$ cat src/rtl/spi_port_pkg.sv
package spi_port_pkg;
  typedef struct packed {
    logic load;
    logic drive;
    logic sample;
    logic commit;
  } spiStb_t;
endpackage

$ cat src/rtl/spi_port_dp.sv
module spi_port_dp
  import spi_port_pkg::*;
#(
  parameter int unsigned DATA_W = 8
) (
  input  logic              clk,
  input  logic              rstN,
  input  spiStb_t           stb,
  input  logic              masterEff,
  input  logic [DATA_W-1:0] wrData,
  input  logic              misoIn,
  input  logic              mosiSync,
  output logic              outBit,
  output logic [DATA_W-1:0] rdBuf
);
  localparam int unsigned MSB = DATA_W - 1;

  logic [DATA_W-1:0] txReg;
  logic [DATA_W-1:0] rxReg;
  logic              inBit;

  // Receive source depends on role.
  assign inBit = masterEff ? misoIn : mosiSync;

  always_ff @(posedge clk or negedge rstN) begin
    if (!rstN) begin
      txReg  <= '0;
      outBit <= 1'b0;
    end else if (stb.load && stb.drive) begin
      outBit <= wrData[MSB];
      txReg  <= {wrData[MSB-1:0], 1'b0};
    end else if (stb.load) begin
      txReg <= wrData;
    end else if (stb.drive) begin
      outBit <= txReg[MSB];
      txReg  <= {txReg[MSB-1:0], 1'b0};
    end
  end

  always_ff @(posedge clk or negedge rstN) begin
    if (!rstN) begin
      rxReg <= '0;
      rdBuf <= '0;
    end else begin
      if (stb.sample) rxReg <= {rxReg[MSB-1:0], inBit};
      if (stb.commit) rdBuf <= {rxReg[MSB-1:0], inBit};
    end
  end

  // transmit byte only moves on a load or drive strobe
  a_r8_tx_hold: assert property (@(posedge clk) disable iff (!rstN)
    (!stb.load && !stb.drive) |=> $stable(txReg));

  // received byte only changes on commit
  a_r1_rd_hold: assert property (@(posedge clk) disable iff (!rstN)
    !stb.commit |=> $stable(rdBuf));
endmodule

$ cat src/rtl/spi_port_ctrl.sv
module spi_port_ctrl
  import spi_port_pkg::*;
#(
  parameter int unsigned DATA_W = 8,
  parameter int unsigned DIV_W  = 8
) (
  input  logic             clk,
  input  logic             rstN,
  input  logic             masterEn,
  input  logic             cpol,
  input  logic             cpha,
  input  logic [DIV_W-1:0] clkDiv,
  input  logic             wrEn,
  input  logic             flagClr,
  input  logic             sckIn,
  input  logic             ssN,
  input  logic             mosiIn,
  output spiStb_t          stb,
  output logic             masterEff,
  output logic             mosiSync,
  output logic             sckOut,
  output logic             misoOe,
  output logic             doneFlag,
  output logic             modeFault,
  output logic             wrCollision
);
  localparam int unsigned EDGES  = 2 * DATA_W;
  localparam int unsigned EDGE_W = $clog2(EDGES);
  localparam int unsigned CNT_W  = $clog2(DATA_W);

  logic [DIV_W-1:0]  halfPer, divCnt;
  logic [EDGE_W-1:0] edgeCnt;
  logic [CNT_W-1:0]  slvCnt;
  logic              busy, sckTog;
  logic              ssS1, ssS2, ssPrev;
  logic              sckS1, sckS2, sckPrev;
  logic              mosiS1;
  logic              faultSet, slaveSel, mTick, mTickOk, mLead;
  logic              sEdge, sLead, start, slvLoad, collide, ssFall;
  logic              mSample, sSample, lastM, lastS;

  // Two-stage synchronisers for the external pins.
  always_ff @(posedge clk or negedge rstN) begin
    if (!rstN) begin
      ssS1 <= 1'b1; ssS2 <= 1'b1; ssPrev <= 1'b1;
      sckS1 <= 1'b0; sckS2 <= 1'b0; sckPrev <= 1'b0;
      mosiS1 <= 1'b0; mosiSync <= 1'b0;
    end else begin
      ssS1 <= ssN;    ssS2 <= ssS1;    ssPrev <= ssS2;
      sckS1 <= sckIn; sckS2 <= sckS1;  sckPrev <= sckS2;
      mosiS1 <= mosiIn; mosiSync <= mosiS1;
    end
  end

  always_comb begin
    halfPer   = (clkDiv == '0) ? DIV_W'(1) : clkDiv;
    masterEff = masterEn && !modeFault;
    faultSet  = masterEn && !ssS2;
    slaveSel  = !masterEn && !ssS2;
    mTick     = busy && (divCnt == halfPer - DIV_W'(1));
    mTickOk   = mTick && !faultSet;
    mLead     = !edgeCnt[0];
    sEdge     = slaveSel && (sckS2 != sckPrev);
    sLead     = (sckPrev == cpol);
    start     = !busy && wrEn && masterEff && !faultSet;
    slvLoad   = wrEn && !masterEn && ssS2;
    collide   = wrEn && (busy || slaveSel);
    ssFall    = !masterEn && ssPrev && !ssS2;
    mSample   = mTickOk && (mLead != cpha);
    sSample   = sEdge && (sLead != cpha);
    lastM     = (edgeCnt[EDGE_W-1:1] == CNT_W'(DATA_W - 1));
    lastS     = (slvCnt == CNT_W'(DATA_W - 1));

    stb.load   = start || slvLoad;
    stb.drive  = (start && !cpha) || (mTickOk && (mLead == cpha)) ||
                 (sEdge && (sLead == cpha)) || (ssFall && !cpha);
    stb.sample = mSample || sSample;
    stb.commit = (mSample && lastM) || (sSample && lastS);
  end

  // Master clock generator and edge counter.
  always_ff @(posedge clk or negedge rstN) begin
    if (!rstN) begin
      busy    <= 1'b0;
      sckTog  <= 1'b0;
      divCnt  <= '0;
      edgeCnt <= '0;
    end else if (faultSet) begin
      busy   <= 1'b0;
      sckTog <= 1'b0;
      divCnt <= '0;
    end else if (start) begin
      busy    <= 1'b1;
      sckTog  <= 1'b0;
      divCnt  <= '0;
      edgeCnt <= '0;
    end else if (busy) begin
      if (mTick) begin
        divCnt  <= '0;
        sckTog  <= ~sckTog;
        edgeCnt <= edgeCnt + EDGE_W'(1);
        if (edgeCnt == EDGE_W'(EDGES - 1)) busy <= 1'b0;
      end else begin
        divCnt <= divCnt + DIV_W'(1);
      end
    end
  end

  // Slave bit counter.
  always_ff @(posedge clk or negedge rstN) begin
    if (!rstN)          slvCnt <= '0;
    else if (!slaveSel) slvCnt <= '0;
    else if (sSample)   slvCnt <= slvCnt + CNT_W'(1);
  end

  // Status flags: set wins over clear.
  always_ff @(posedge clk or negedge rstN) begin
    if (!rstN) begin
      doneFlag    <= 1'b0;
      modeFault   <= 1'b0;
      wrCollision <= 1'b0;
    end else begin
      if (stb.commit)   doneFlag <= 1'b1;
      else if (flagClr) doneFlag <= 1'b0;
      if (faultSet)     modeFault <= 1'b1;
      else if (flagClr) modeFault <= 1'b0;
      if (collide)      wrCollision <= 1'b1;
      else if (flagClr) wrCollision <= 1'b0;
    end
  end

  assign sckOut = cpol ^ sckTog;
  assign misoOe = slaveSel;

  // a new fault leaves no master transfer running
  a_r7_fault_abort: assert property (@(posedge clk) disable iff (!rstN)
    $rose(modeFault) |-> !busy);

  // divider stays inside the half period
  a_r4_div_bound: assert property (@(posedge clk) disable iff (!rstN)
    busy |-> (divCnt < halfPer));

  // idle master rests at the polarity level
  a_r3_idle_level: assert property (@(posedge clk) disable iff (!rstN)
    (!busy && masterEff) |-> (sckOut == cpol));

  // no load reaches the datapath while shifting
  a_r8_no_load_busy: assert property (@(posedge clk) disable iff (!rstN)
    busy |-> !stb.load);

  // deselected slave never captures
  a_r6_slave_quiet: assert property (@(posedge clk) disable iff (!rstN)
    (!masterEn && ssS2) |-> !stb.sample);

  // clear without a completing bit drops the done flag
  a_r10_done_clear: assert property (@(posedge clk) disable iff (!rstN)
    (flagClr && !stb.commit) |=> !doneFlag);
endmodule

$ cat src/rtl/spi_port.sv
module spi_port
  import spi_port_pkg::*;
#(
  parameter int unsigned DATA_W = 8,
  parameter int unsigned DIV_W  = 8
) (
  input  logic              clk,
  input  logic              rstN,
  input  logic              masterEn,
  input  logic              cpol,
  input  logic              cpha,
  input  logic [DIV_W-1:0]  clkDiv,
  input  logic              wrEn,
  input  logic [DATA_W-1:0] wrData,
  output logic [DATA_W-1:0] rdData,
  input  logic              flagClr,
  output logic              doneFlag,
  output logic              modeFault,
  output logic              wrCollision,
  input  logic              sckIn,
  output logic              sckOut,
  output logic              sckOe,
  input  logic              mosiIn,
  output logic              mosiOut,
  output logic              mosiOe,
  input  logic              misoIn,
  output logic              misoOut,
  output logic              misoOe,
  input  logic              ssN
);
  spiStb_t stb;
  logic    masterEff, mosiSync, outBit;

  spi_port_ctrl #(.DATA_W(DATA_W), .DIV_W(DIV_W)) uCtrl (
    .clk(clk), .rstN(rstN), .masterEn(masterEn), .cpol(cpol), .cpha(cpha),
    .clkDiv(clkDiv), .wrEn(wrEn), .flagClr(flagClr), .sckIn(sckIn),
    .ssN(ssN), .mosiIn(mosiIn), .stb(stb), .masterEff(masterEff),
    .mosiSync(mosiSync), .sckOut(sckOut), .misoOe(misoOe),
    .doneFlag(doneFlag), .modeFault(modeFault), .wrCollision(wrCollision)
  );

  spi_port_dp #(.DATA_W(DATA_W)) uDp (
    .clk(clk), .rstN(rstN), .stb(stb), .masterEff(masterEff),
    .wrData(wrData), .misoIn(misoIn), .mosiSync(mosiSync),
    .outBit(outBit), .rdBuf(rdData)
  );

  assign sckOe   = masterEff;
  assign mosiOe  = masterEff;
  assign mosiOut = outBit;
  assign misoOut = outBit;
endmodule

$ cat config.mk
export PLATFORM = sky130hd
export DESIGN_NAME = spi_port
export DESIGN_NICKNAME = d
export VERILOG_FILES = /design/src/rtl/spi_port_pkg.sv /design/src/rtl/spi_port_dp.sv /design/src/rtl/spi_port_ctrl.sv /design/src/rtl/spi_port.sv
export SDC_FILE = /design/constraint.sdc
export NUM_CORES = 1
export LEC_CHECK = 0
export ABC_AREA = 1
export BUFFER_PORTS_ARGS = -buffer_cell sky130_fd_sc_hd__buf_2
export CAP_MARGIN = 20
export CORE_MARGIN = 3
export CORE_UTILIZATION = 46
export CTS_BUF_LIST = sky130_fd_sc_hd__clkbuf_16
export DETAILED_ROUTE_END_ITERATION = 10
export HOLD_SLACK_MARGIN = 0.03
export PLACE_DENSITY = 0.78
export SYNTH_ARGS = -nofsm -noshare
export SYNTH_HDL_FRONTEND = slang
export SYNTH_SLANG_ARGS = --single-unit
$ cat constraint.sdc
create_clock -name clk -period 2.35 [get_ports clk]
set_clock_uncertainty 0.05 [all_clocks]
set_input_delay 0.3525 -clock clk [delete_from_list [all_inputs] [get_ports clk]]
set_output_delay 0.3525 -clock clk [all_outputs]
set_load 0.01 [all_outputs]
Word-level counts from Yosys, hierarchy flattened
Index checks and enable logic that the tools add are counted.
{ "totals": {"reg_bits": 52} }
{ "classes": {"mux": 30, "bitwise_logic": 3, "add_sub_neg": 4, "n_eq_ne": 12, "reduce_logical": 50} }
{ "ops": {"columns": ["cell", "count"], "rows": [
  ["8-bit 2-to-1 mux", 8],
  ["1-bit logical AND", 23],
  ["1-bit 2-to-1 mux", 17],
  ["4-bit 2-to-1 mux", 3],
  ["2-bit nonzero test", 6],
  ["3-bit nonzero test", 3],
  ["8-bit by 1-bit adder with 8-bit output, second input constant", 1],
  ["8-bit equality test", 1],
  ["8-bit zero test", 1],
  ["8-bit by 1-bit subtractor with 8-bit output, second input constant", 1],
  ["1-bit zero test", 7],
  ["1-bit logical OR", 7],
  ["3-bit equality test, second input constant", 2],
  ["3-bit 2-to-1 mux", 2],
  ["4-bit by 1-bit adder with 4-bit output, second input constant", 1],
  ["4-bit equality test, second input constant", 1],
  ["2-bit AND reduction", 2],
  ["3-bit by 1-bit adder with 3-bit output, second input constant", 1],
  ["1-bit equality test", 3],
  ["1-bit inequality test", 3],
  ["3-bit AND reduction", 1],
  ["2-bit by 1-bit inequality test with 1-bit output, second input constant", 1],
  ["2-bit inequality test, second input constant", 1],
  ["1-bit inverter", 2],
  ["1-bit XOR", 1]
]} }

Longest topological paths before layout
Gate-level depths: netlist (run 1).
{ "depth": {"ltp_word": 13, "mapped_depth": 23, "mapped_depth_nobuf": 23} }

Hierarchy
From an unflattened synthesis (run 1), not the netlist that was laid out.
{ "hier_totals": {"hier_cells": 366, "area_unflattened_um2": 2874.0} }
{ "modules_own_cells": {"columns": ["mod", "cells_each", "instances", "area_each_um2"], "rows": [
  ["spi_port_ctrl", 234, 1, 1779.2],
  ["spi_port_dp", 130, 1, 1079.8],
  ["spi_port", 2, 1, 15.0]
]} }

Least setup slack after synthesis (run 1)
Ideal clock, no wire load.
{ "synth_path": {"kind": "input to register", "startpoint": "input clkDiv[1]", "endpoint": "register uDp.rdBuf[6]", "slack_ns": -0.160, "required_ns": 2.182, "setup_ns": 0.118, "stages": 22, "t_arrival_ns": 2.342, "path_buffers": 1, "path_cell_list": "inv_1 nand2_1 nor2_1 nand2_4 nand2_2 inv_1 ha_1 nand2_1 nand2_1 nor2_1 nand2_1 nor2_1 nand3_1 nor2_2 nand4_2 nor2_4 nand3_2 nand2_2 inv_2 buf_6 nand2_1 o21ai_2"} }
{ "synth_between": {"elab_chain_cells": 9} }
{ "synth_lines": {"columns": ["item", "line", "source"], "rows": [
  ["start, declared", "spi_port.sv:12", "input logic [DIV_W-1:0] clkDiv,"],
  ["8-bit zero test", "spi_port_ctrl.sv:56", "halfPer = (clkDiv == '0) ? DIV_W'(1) : clkDiv;"],
  ["8-bit 2-to-1 mux (*)", "spi_port_ctrl.sv:56", null],
  ["8-bit by 1-bit subtractor with 8-bit output (*)", "spi_port_ctrl.sv:60", "mTick = busy && (divCnt == halfPer - DIV_W'(1));"],
  ["8-bit equality test (*)", "spi_port_ctrl.sv:60", null],
  ["1-bit logical AND (*)", "spi_port_ctrl.sv:60", null],
  ["1-bit logical AND (*)", "spi_port_ctrl.sv:61", "mTickOk = mTick && !faultSet;"],
  ["1-bit logical AND (*)", "spi_port_ctrl.sv:69", "mSample = mTickOk && (mLead != cpha);"],
  ["1-bit logical AND (*)", "spi_port_ctrl.sv:78", "stb.commit = (mSample && lastM) || (sSample && lastS);"],
  ["1-bit logical OR (*)", "spi_port_ctrl.sv:78", null],
  ["end signal, assigned", "spi_port_dp.sv:46", "if (stb.commit) rdBuf <= {rxReg[MSB-1:0], inBit};"],
  ["end, declared", "spi_port_dp.sv:14", "output logic [DATA_W-1:0] rdBuf"]
]} }
Mark *: on every way between the ends. The rest lies on a longest branch, timed or not.
A chain may end at the register's enable or synchronous reset.

Worst setup path in the final report (run 1)
{ "layout_path": {"startpoint": "input clkDiv[3]", "endpoint": "register uDp.txReg[5]"} }
{ "layout_between": {"elab_chain_cells": 12, "elab_cells_between_ends": 13} }
{ "layout_lines": {"columns": ["item", "line", "source"], "rows": [
  ["8-bit zero test", "spi_port_ctrl.sv:56", null],
  ["8-bit 2-to-1 mux (*)", "spi_port_ctrl.sv:56", null],
  ["8-bit by 1-bit subtractor with 8-bit output (*)", "spi_port_ctrl.sv:60", null],
  ["8-bit equality test (*)", "spi_port_ctrl.sv:60", null],
  ["1-bit logical AND (*)", "spi_port_ctrl.sv:60", null],
  ["1-bit logical AND (*)", "spi_port_ctrl.sv:61", null],
  ["1-bit logical AND (*)", "spi_port_ctrl.sv:75", "stb.drive = (start && !cpha) || (mTickOk && (mLead == cpha)) ||"],
  ["1-bit logical OR (*) (2 in series)", "spi_port_ctrl.sv:75", null],
  ["1-bit logical OR (*)", "spi_port_ctrl.sv:76", "(sEdge && (sLead == cpha)) || (ssFall && !cpha);"],
  ["1-bit logical AND", "spi_port_dp.sv:29", "end else if (stb.load && stb.drive) begin"],
  ["3-bit nonzero test (no source line) or 8-bit 2-to-1 mux (tied branches)", null, null],
  ["end signal, assigned", "spi_port_dp.sv:31", "txReg <= {wrData[MSB-1:0], 1'b0};"],
  ["end signal, assigned", "spi_port_dp.sv:33", "txReg <= wrData;"],
  ["end signal, assigned", "spi_port_dp.sv:36", "txReg <= {txReg[MSB-1:0], 1'b0};"],
  ["end, declared", "spi_port_dp.sv:18", "logic [DATA_W-1:0] txReg;"]
]} }
Marks and branches as above.

==> impl_metrics.env, run 1 <==
export IMPL_status="completed"
export IMPL_numClockSinks=52
export IMPL_layout_min_cycle_time_ns=2.29
export IMPL_tns_ns=0
export IMPL_async_flop_share_pct=100
export IMPL_design_die_area_sq_mm=0.00707
export IMPL_ir_drop_v=0.000550
export IMPL_antenna_cells=0
export IMPL_ys_warn_count=0
export IMPL_grt_pass1_vias=2384
export IMPL_num_rows=27
export IMPL_yosysMostFrequentCell="nand2_1"
export IMPL_min_delay_path_class="in -> reg"
export IMPL_num_vias=2477
export IMPL_hold_viol=0
export IMPL_min_period_over_period_pct=97.6
export IMPL_grt_overflow=0
export IMPL_power_internal_mw=1.86
export IMPL_power_density_mw_per_mm2=733
export IMPL_vias_per_cell=4.97
export IMPL_synth_top_area_share_pct=43.7
export IMPL_ant_nets=0
export IMPL_critPathRequiredTime_ns=2.48
export IMPL_cts_max_path_buffers=2
export IMPL_ios=44
export IMPL_antenna_found_initial=0
export IMPL_p_sw_share_pct=31.4
export IMPL_drt_total_wl_um=6330
export IMPL_die_h_um=84.1
export IMPL_crit_path_max_fanout=4
export IMPL_critical_path_buf_inv_count=4
export IMPL_synth_edf_count=0
export IMPL_critPathKind="in -> reg"
export IMPL_avgSynthCellArea_sq_um=7.92
export IMPL_core_sq_mm=0.00571
export IMPL_rsz0062_at_grt="true"
export IMPL_synth_largest_area_cell="dfrtp_1"
export IMPL_utilization_pct=64.6
export IMPL_critical_path_top_delay_family="simple AND/OR/NAND/NOR gates"
export IMPL_drc=0
export IMPL_seq_area_frac_synth_pct=46.5
export IMPL_hold_ws_ns=0.112
export IMPL_root_buffer="clkbuf_16"
export IMPL_place_congestion=0.878
export IMPL_grt_util_all_layers_pct=17.8
export IMPL_slew_viol_final=0
export IMPL_drv_cap=0
export IMPL_p_comb_share_pct=24.4
export IMPL_fmaxAchievable_ghz=0.436
export IMPL_drive_gt1_share_pct=31.5
export IMPL_fin_ws_ns=0.0573
export IMPL_leakagePower_nw=1.94
export IMPL_synth_area_leaders="dfrtp_1 (44%), nand2_1 (15%), inv_1 (5.6%), nand3_1 (3.9%), nor2_1 (3.6%)"
export IMPL_die_w_um=84.1
export IMPL_place_area_sq_mm=0.00333
export IMPL_critPathCaptureType="register"
export IMPL_power_mw=2.70
export IMPL_yosys_register_bits=52
export IMPL_clk_pin_slew_worst_paths_ns=0.07
export IMPL_io_buffers=43
export IMPL_grt_max_degree=33
export IMPL_setup_viol=0
export IMPL_htreeDepth=2
export IMPL_area_delta_synth_final_pct=31.5
export IMPL_sequentialPowerShare_pct=44.8
export IMPL_worstMarginPinSlew_ns=0.501
export IMPL_final_nets=457
export IMPL_relSlewSlack_pct=66.6
export IMPL_insertion_delay_ns=0.29
export IMPL_syn_area_sq_mm=0.00281
export IMPL_cp_slowest_cell="ha_4"
export IMPL_dp_cells=486
export IMPL_route_detailed_wl_per_inst_um=12.7
export IMPL_firstDrtPassIters=4
export IMPL_synth_top_cells_by_count="nand2_1 (109), dfrtp_1 (49), inv_1 (42), nor2_1 (27), nand3_1 (22)"
export IMPL_p_switching_mw=0.849
export IMPL_synthFlopType="dfrtp_1"
export IMPL_drtIter0Drc=138
export IMPL_postSynthCellCount=354
export IMPL_cp_start_kind="input pin"
export IMPL_numCtsBuffers=5
export IMPL_cp_cell_sequence="buf_8 > inv_4 > nand2_4 > nor2_4 > nand2_4 > nand2_4 > inv_4 > ha_4 > nand2_2 > nand2_1 > nor2_1 > nand2_1 > nor2_1 > nand3_1 > nor2_2 > nand2_2 > nor2_4 > nand3_4 > nand2_4 > buf_6 > nand2_2 > nand2_2 > a21oi_2"
export IMPL_cts_tree="done"
export IMPL_stdcell_area_sq_mm=0.00369
export IMPL_clkPwrFrac_pct=30.7
export IMPL_initial_core_util_pct=49.1
export IMPL_dpl_worst_slack_ns=-0.230
export IMPL_critPathArrivalTime_ns=2.42
export IMPL_cp_slowest_stage_delay_ns=0.23
export IMPL_grt_pass1_wl_um=10400
export IMPL_dp_hpwl_um=4730
export IMPL_synthDistinctLibCells=33
export IMPL_syn_nets=386
export IMPL_instances_no_fill=498
==> per-layer routing <==
layer / share of wire, % / global-route usage (%) / wire, um / up-vias
li1: - / - / - / 1256
met1: 45 / 23.3 / 2830 / 1150
met2: 50 / 30.3 / 3150 / 59
met3: 3.7 / 2.47 / 236 / 12
met4: 1.8 / 5.99 / 111 / 0
met5: 0 / 0 / 0 / -
==> cells by family (layout without fill, tap and decap cells) <==
| kind of cell | count (synthesis) | in the layout | share of synthesized area [%] |
|---|---|---|---|
| buffers and inverters | 53 | 124 | 8.07 |
| AND/OR/NAND/NOR | 189 | 190 | 30.0 |
| AO/OA/AOI/OAI | 39 | 39 | 8.12 |
| multiplexers | 1 | 1 | 0.401 |
| flip-flops | 52 | 52 | 46.5 |
| XOR/XNOR | 15 | 15 | 4.68 |
| adder cells (fa/ha/maj) | 5 | 5 | 2.23 |
==> final timing paths <==
kind                                             start                       end  slack, ns  cells after the start
min in group asynchronous                         rstN  uDp.txReg[5]$_DFFE_PN0P_       0.51                      2
hold reg to reg                  uCtrl.sckS1$_DFF_PN0_     uCtrl.sckS2$_DFF_PN0_       0.30                      0
max in group asynchronous                         rstN    uCtrl.ssPrev$_DFF_PN1_       1.12                      3
setup reg to reg           uCtrl.divCnt[1]$_DFFE_PN0P_  uDp.txReg[5]$_DFFE_PN0P_       0.36                     15
setup / recovery                             clkDiv[3]  uDp.txReg[5]$_DFFE_PN0P_       0.06                     23
hold / removal                                  mosiIn    uCtrl.mosiS1$_DFF_PN0_       0.11                      1
==> flip-flops by register name (all words and copies together), names as in the netlist <==
register and count:
uCtrl.ssS1 1, uCtrl.wrCollision 1, uCtrl.mosiSync 1, uCtrl.sckS2 1, uCtrl.modeFault 1, uCtrl.mosiS1 1, uDp.rxReg 7, uCtrl.sckTog 1
uCtrl.ssS2 1, uCtrl.busy 1, uCtrl.slvCnt 3, uCtrl.sckPrev 1, uCtrl.divCnt 8, uDp.outBit 1, uCtrl.doneFlag 1, uDp.rdBuf 8
uCtrl.sckS1 1, uDp.txReg 8, uCtrl.ssPrev 1, uCtrl.edgeCnt 4
==> area by class of cell <==
type	count	area (sq um)
Tap cell	72	90.1
Clock inverter	3	46.3
Timing Repair Buffer	70	493
Fill cell	478	2020
Sequential cell	52	1310
Clock buffer	5	125
Multi-Input combinational cell	250	1420
Inverter	46	213
==> placed cells by master (no fill, tap or decap), types with 7 or more instances in the layout <==
cell type	netlist	final
inv_1	42	34
buf_4	3	21
nand2_4	1	9
buf_2	1	37
nand2_2	4	7
nand2_1	109	99
xor2_1	10	10
nand3_1	22	20
nor2_1	27	26
buf_6	2	8
dfrtp_1	49	49
o21ai_0	15	14
a21oi_1	8	7
==> power by group through the flow <==
stage	logic (mW)	clock network, mW	registers, mW
2_1_floorplan	0.432	0	1.19
5_1_grt	0.756	0.891	1.23
4_1_cts	0.620	0.846	1.20
3_3_place_gp	0.588	0	1.21
6_report	0.661	0.831	1.21
3_5_place_dp	0.608	0	1.22
==> repair_timing <==
item	4_1_cts	5_1_grt
endpoints found under the hold margin	20	0
setup endpoints to repair	0	30
setup buffers	0	2
gates resized for setup	0	45
hold buffers	1	0
No activity file was read; power rests on OpenSTA's default activity.
==> inputs of run 2 (changes only) <==
--- a/config.mk
+++ b/config.mk
@@ -12,7 +12,6 @@
 export CORE_UTILIZATION = 46
 export CTS_BUF_LIST = sky130_fd_sc_hd__clkbuf_16
 export DETAILED_ROUTE_END_ITERATION = 10
-export HOLD_SLACK_MARGIN = 0.03
 export PLACE_DENSITY = 0.78
 export SYNTH_ARGS = -nofsm -noshare
 export SYNTH_HDL_FRONTEND = slang
==> constraint.sdc (replaced) <==
create_clock -name clk -period 2.46 [get_ports clk]
set_clock_uncertainty 0.05 [all_clocks]
set_input_delay 0.369 -clock clk [delete_from_list [all_inputs] [get_ports clk]]
set_output_delay 0.369 -clock clk [all_outputs]
set_load 0.01 [all_outputs]
==> impl_metrics.env, run 2 (same netlist as run 1, synthesis figures left out) <==
export IMPL_hold_ws_ns=-0.0142
export IMPL_worstMarginPinSlew_ns=0.482
export IMPL_io_buffers=43
export IMPL_rsz0062_at_grt="true"
export IMPL_numCtsBuffers=5
export IMPL_critical_path_top_delay_family="simple AND/OR/NAND/NOR gates"
export IMPL_drive_gt1_share_pct=30.7
export IMPL_crit_top_cell="nor2_1"
export IMPL_grt_pass1_vias=2404
export IMPL_relSlewSlack_pct=67.8
export IMPL_critical_path_buf_inv_count=4
export IMPL_antenna_cells=0
export IMPL_min_period_over_period_pct=95.1
export IMPL_die_w_um=84.1
export IMPL_hold_viol=19
export IMPL_grt_pass1_wl_um=10700
export IMPL_vias_per_cell=4.99
export IMPL_layout_commonest_cell="nand2_1"
export IMPL_cts_tree="done"
export IMPL_critPathArrivalTime_ns=2.51
export IMPL_route_detailed_wl_per_inst_um=12.8
export IMPL_drc=0
export IMPL_place_congestion=0.841
export IMPL_ant_nets=0
export IMPL_leakagePower_nw=1.88
export IMPL_root_buffer="clkbuf_16"
export IMPL_violations="hold timing"
export IMPL_power_density_mw_per_mm2=711
export IMPL_ctsHoldBuffers=0
export IMPL_dp_hpwl_um=4700
export IMPL_cp_slowest_stage_delay_ns=0.25
export IMPL_final_nets=454
export IMPL_core_sq_mm=0.00571
export IMPL_critPathCaptureType="register"
export IMPL_drtIter0Drc=135
export IMPL_cp_start_kind="input pin"
export IMPL_htreeDepth=2
export IMPL_antenna_found_initial=0
export IMPL_drt_total_wl_um=6320
export IMPL_insertion_delay_ns=0.29
export IMPL_min_delay_path_class="in -> async"
export IMPL_ios=44
export IMPL_die_h_um=84.1
export IMPL_fin_ws_ns=0.121
export IMPL_grt_overflow=0
export IMPL_fmaxAchievable_ghz=0.428
export IMPL_area_delta_synth_final_pct=27.0
export IMPL_final_cell_mix="nand2_1 (100), dfrtp_1 (49), buf_2 (37)"
export IMPL_firstDrtPassIters=4
export IMPL_cp_cell_sequence="buf_6 > inv_2 > nand2_2 > nor2_4 > nand2_4 > nand2_4 > inv_4 > ha_4 > nor2_1 > nor2_1 > nand2_1 > nor2_1 > nand3_1 > nor2_2 > nand2_1 > nor2_2 > nand3_2 > nand2_2 > buf_6 > nand3_1 > a21oi_2"
export IMPL_num_rows=27
export IMPL_cts_max_path_buffers=2
export IMPL_grt_max_degree=34
export IMPL_dpl_worst_slack_ns=-0.109
export IMPL_critPathKind="in -> reg"
export IMPL_clk_pin_slew_worst_paths_ns=0.06
export IMPL_ir_drop_v=0.000421
export IMPL_status="complete, but fails checks"
export IMPL_grt_util_all_layers_pct=18.1
export IMPL_initial_core_util_pct=49.1
export IMPL_instances_no_fill=495
export IMPL_drv_cap=0
export IMPL_cp_slowest_cell="ha_4"
export IMPL_design_die_area_sq_mm=0.00707
export IMPL_num_vias=2472
export IMPL_crit_path_max_fanout=7
export IMPL_setup_viol=0
export IMPL_numClockSinks=52
export IMPL_top_regs="uCtrl.divCnt (8), uDp.rdBuf (8), uDp.txReg (8)"
export IMPL_layout_min_cycle_time_ns=2.34
export IMPL_critPathRequiredTime_ns=2.63
export IMPL_slew_viol_final=0
export IMPL_dp_cells=485
## run 2: what timing repair did
item,in CTS,in global routing
buffers inserted,0,2
setup endpoints to repair,0,25
resized for setup,0,41
## run 2: path summary, 6_finish.rpt
path | slack, ns | start | cells past startpoint | end
max | 0.12 | clkDiv[4] | 21 | uDp.txReg[6]$_DFFE_PN0P_
min | -0.01 | rstN | 1 | uDp.txReg[5]$_DFFE_PN0P_
max reg2reg | 0.42 | uCtrl.divCnt[4]$_DFFE_PN0P_ | 14 | uDp.txReg[6]$_DFFE_PN0P_
min reg2reg | 0.31 | uCtrl.sckS1$_DFF_PN0_ | 0 | uCtrl.sckS2$_DFF_PN0_
max in group asynchronous | 1.55 | rstN | 2 | uCtrl.ssS1$_DFF_PN1_
min in group clk | 0.13 | ssN | 1 | uCtrl.ssS1$_DFF_PN1_
## run 2: final cells by class
type | count | area (sq um)
fill | 492 | 2150
multi-input combinational | 249 | 1360
sequential | 52 | 1310
timing repair buffer | 68 | 455
inverter | 46 | 188
clock buffer | 5 | 125
tap | 72 | 90.1
clock inverter | 3 | 37.5
## run 2: power breakdown
group	total [mW]	switching, mW	leakage (nW)	internal, mW
registers	1.15	0.125	0.657	1.03
clock network	0.765	0.292	0.0789	0.473
logic	0.615	0.359	1.15	0.256
## run 2: metal layers
metal	track usage (%)	wire length (um)	vias to the layer above
li1	-	-	1246
met1	23.9	2800	1153
met2	30.3	3120	61
met3	3.26	283	12
met4	5.56	123	0
met5	0	0	-
## run 2: stage by stage
step / setup TNS (ns) / utilization (%) / area, sq um / total power [mW]
2_1_floorplan: 0 / - / 2830 / 1.54
3_3_place_gp: -0.670 / 57.0 / 3250 / 1.70
3_5_place_dp: -2.12 / 57.0 / 3250 / 1.73
4_1_cts: 0 / 59.8 / 3410 / 2.50
5_1_grt: -0.960 / 62.4 / 3560 / 2.70
6_report: 0 / 62.4 / 3560 / 2.53
==> inputs of run 3 (changes only) <==
--- a/config.mk
+++ b/config.mk
@@ -15,4 +15,5 @@
 export PLACE_DENSITY = 0.78
 export SYNTH_ARGS = -nofsm -noshare
 export SYNTH_HDL_FRONTEND = slang
+export SYNTH_HIERARCHICAL = 1
 export SYNTH_SLANG_ARGS = --single-unit
==> impl_metrics.env, run 3 <==
export IMPL_status="completed"
export IMPL_grt_overflow=0
export IMPL_drt_total_wl_um=6310
export IMPL_top_regs="uCtrl/divCnt (8), uDp/rdBuf (8), uDp/txReg (8)"
export IMPL_crit_path_max_fanout=6
export IMPL_regArea_sq_mm=0.00131
export IMPL_ant_nets=0
export IMPL_async_flop_share_pct=100
export IMPL_ctsHoldBuffers=0
export IMPL_crit_start="clkDiv[2]"
export IMPL_grt_pass1_vias=2405
export IMPL_cp_start_kind="input pin"
export IMPL_die_h_um=85.0
export IMPL_relSlewSlack_pct=58.4
export IMPL_initial_core_util_pct=48.0
export IMPL_firstDrtPassIters=4
export IMPL_critPathKind="in -> reg"
export IMPL_seq_area_frac_synth_pct=45.4
export IMPL_grt_max_degree=53
export IMPL_syn_area_sq_mm=0.00287
export IMPL_design_die_area_sq_mm=0.00723
export IMPL_core_sq_mm=0.00599
export IMPL_critPathArrivalTime_ns=2.46
export IMPL_drc=0
export IMPL_reg2reg_setup_slack_ns=0.40
export IMPL_numCtsBuffers=5
export IMPL_slew_viol_final=0
export IMPL_layout_min_cycle_time_ns=2.33
export IMPL_hold_ws_ns=0.134
export IMPL_fmaxAchievable_ghz=0.429
export IMPL_numClockSinks=52
export IMPL_dp_hpwl_um=4640
export IMPL_ys_warn_count=6
export IMPL_synthFlopType="dfrtp_1"
export IMPL_synth_top_area_share_pct=42.7
export IMPL_io_buffers=43
export IMPL_yosysMostFrequentCell="nand2_1"
export IMPL_grt_util_all_layers_pct=17.7
export IMPL_place_area_sq_mm=0.00337
export IMPL_drive_gt1_share_pct=30.0
export IMPL_critPathCaptureType="register"
export IMPL_min_period_over_period_pct=94.8
export IMPL_area_delta_synth_final_pct=28.4
export IMPL_antenna_found_initial=0
export IMPL_cts_tree="done"
export IMPL_place_congestion=0.880
export IMPL_worstMarginPinSlew_ns=0.624
export IMPL_synth_edf_count=0
export IMPL_tns_ns=0
export IMPL_cts_max_path_buffers=2
export IMPL_antenna_cells=0
export IMPL_insertion_delay_ns=0.29
export IMPL_ir_drop_v=0.000459
export IMPL_htreeDepth=2
export IMPL_vias_per_cell=4.99
export IMPL_syn_nets=398
export IMPL_min_delay_path_class="in -> async"
export IMPL_num_rows=28
export IMPL_rr_worst_depth=9
export IMPL_stdcell_area_sq_mm=0.00369
export IMPL_reg2reg_from="uCtrl/ssS2$_DFF_PN1_"
export IMPL_synthDistinctLibCells=32
export IMPL_root_buffer="clkbuf_16"
export IMPL_setup_viol=0
export IMPL_num_vias=2572
export IMPL_yosys_register_bits=52
export IMPL_layout_commonest_cell="nand2_1"
export IMPL_die_w_um=85.0
export IMPL_power_density_mw_per_mm2=670
export IMPL_postSynthCellCount=366
export IMPL_clk_pin_slew_worst_paths_ns=0.07
export IMPL_critPathRequiredTime_ns=2.59
export IMPL_synth_largest_area_cell="dfrtp_1"
export IMPL_hold_viol=0
export IMPL_n_fill_cell=528
export IMPL_leakagePower_nw=1.99
export IMPL_route_detailed_wl_per_inst_um=12.3
export IMPL_multi_input_area_sq_mm=0.00145
export IMPL_drv_cap=0
export IMPL_grt_pass1_wl_um=10500
export IMPL_avgSynthCellArea_sq_um=7.85
export IMPL_synth_area_leaders="dfrtp_1 (43%), nand2_1 (14%), nand3_1 (7.1%), inv_1 (4.7%), nor2_1 (4.4%)"
export IMPL_drtIter0Drc=153
export IMPL_ios=44
export IMPL_final_cell_mix="nand2_1 (99), dfrtp_1 (49), buf_2 (42)"
export IMPL_final_nets=471
export IMPL_rr_endpoint="uDp/txReg[2]$_DFFE_PN0P_"
export IMPL_synth_top_cells_by_count="nand2_1 (107), dfrtp_1 (49), nand3_1 (41), inv_1 (36), nor2_1 (34)"
[run 3: cell count changes after synthesis, moves of 6 or more]
cell / delta
nand3_1: +19
o21ai_0: -9
o21ai_1: +8
nor2_1: +7
nor2_2: -7
inv_1: -6
inv_2: +6
[run 3: power breakdown]
part	internal (mW)	switching [mW]	total, mW
clock network	0.478	0.295	0.773
registers	1.01	0.104	1.11
logic	0.246	0.346	0.591
total	1.73	0.745	2.47
[run 3: cell type report]
type / instances / share of cell area (%)
Inverter: 46 / 4.95
Sequential cell: 52 / 35.4
Multi-Input combinational cell: 261 / 39.2
Tap cell: 75 / 2.54
Clock buffer: 5 / 3.39
Timing Repair Buffer: 73 / 13.4
Clock inverter: 3 / 1.15
[run 3: critical path, cell delays in order]
cell	delay, ns
buf_4	0.12
nor2_4	0.11
nand2_2	0.07
inv_2	0.06
nand2_4	0.05
nand2_4	0.07
inv_4	0.04
ha_4	0.16
buf_6	0.12
nand2_4	0.06
nand2_2	0.05
nor2_2	0.11
nor2_2	0.06
nand3_2	0.09
nor2_4	0.04
nand3_4	0.07
nor2_8	0.05
nand3_2	0.07
nand3_4	0.13
buf_6	0.15
nor2_4	0.18
inv_4	0.08
nor2_2	0.10
nor2_1	0.04
[run 3: worst max path at each step]
| stage | to | slack, ns |
|---|---|---|
| 3_3_place_gp | uDp/txReg[7]$_DFFE_PN0P_ | -0.19 |
| 5_1_grt | uDp/txReg[7]$_DFFE_PN0P_ | -0.02 |
| 2_1_floorplan | uDp/rdBuf[0]$_DFFE_PN0P_ | -0.005 |
| 4_1_cts | uDp/txReg[2]$_DFFE_PN0P_ | 0.01 |
| 3_5_place_dp | uDp/rxReg[0]$_DFFE_PN0P_ | -0.27 |
| 6_report | uDp/txReg[7]$_DFFE_PN0P_ | 0.13 |
[run 3: cells by family (layout without fill, tap and decap cells)]
group                      count (synthesis)  count (layout)  synth area share [%]
and+or+nand+nor                          210             210                  33.9
xor gates and xnor gates                  17              17                  5.18
DFF                                       52              52                  45.4
adders and majority gates                  5               5                  2.18
AOI/OAI and AO/OA                         29              29                  5.31
buffers and inverters                     53             127                  8.01
[run 3: what timing repair did]
action / 4_1_cts / 5_1_grt
resized for setup: 0 / 27
setup endpoints to repair: 1 / 23
gates cloned: 0 / 1
setup buffers: 0 / 3
pin swaps: 1 / 19
[run 3: stage by stage]
step                total power, mW  worst slack, ns  utilization, %  instances
detailed placement             1.67           -0.273            56.3        503
CTS                            2.45           0.0103            59.1        511
finish                         2.47            0.127            61.6        515
global placement               1.64           -0.186            56.3        503
floorplan                      1.49         -0.00501               -        366
global route                   2.64          -0.0229            61.6        515
[run 3: routing by layer]
metal,routed length [um],global-route usage [%],vias to the layer above
met5,0,0,-
met4,123,6.19,0
met3,225,2.82,10
met2,3210,29.7,55
met1,2750,23.4,1202
li1,-,-,1305
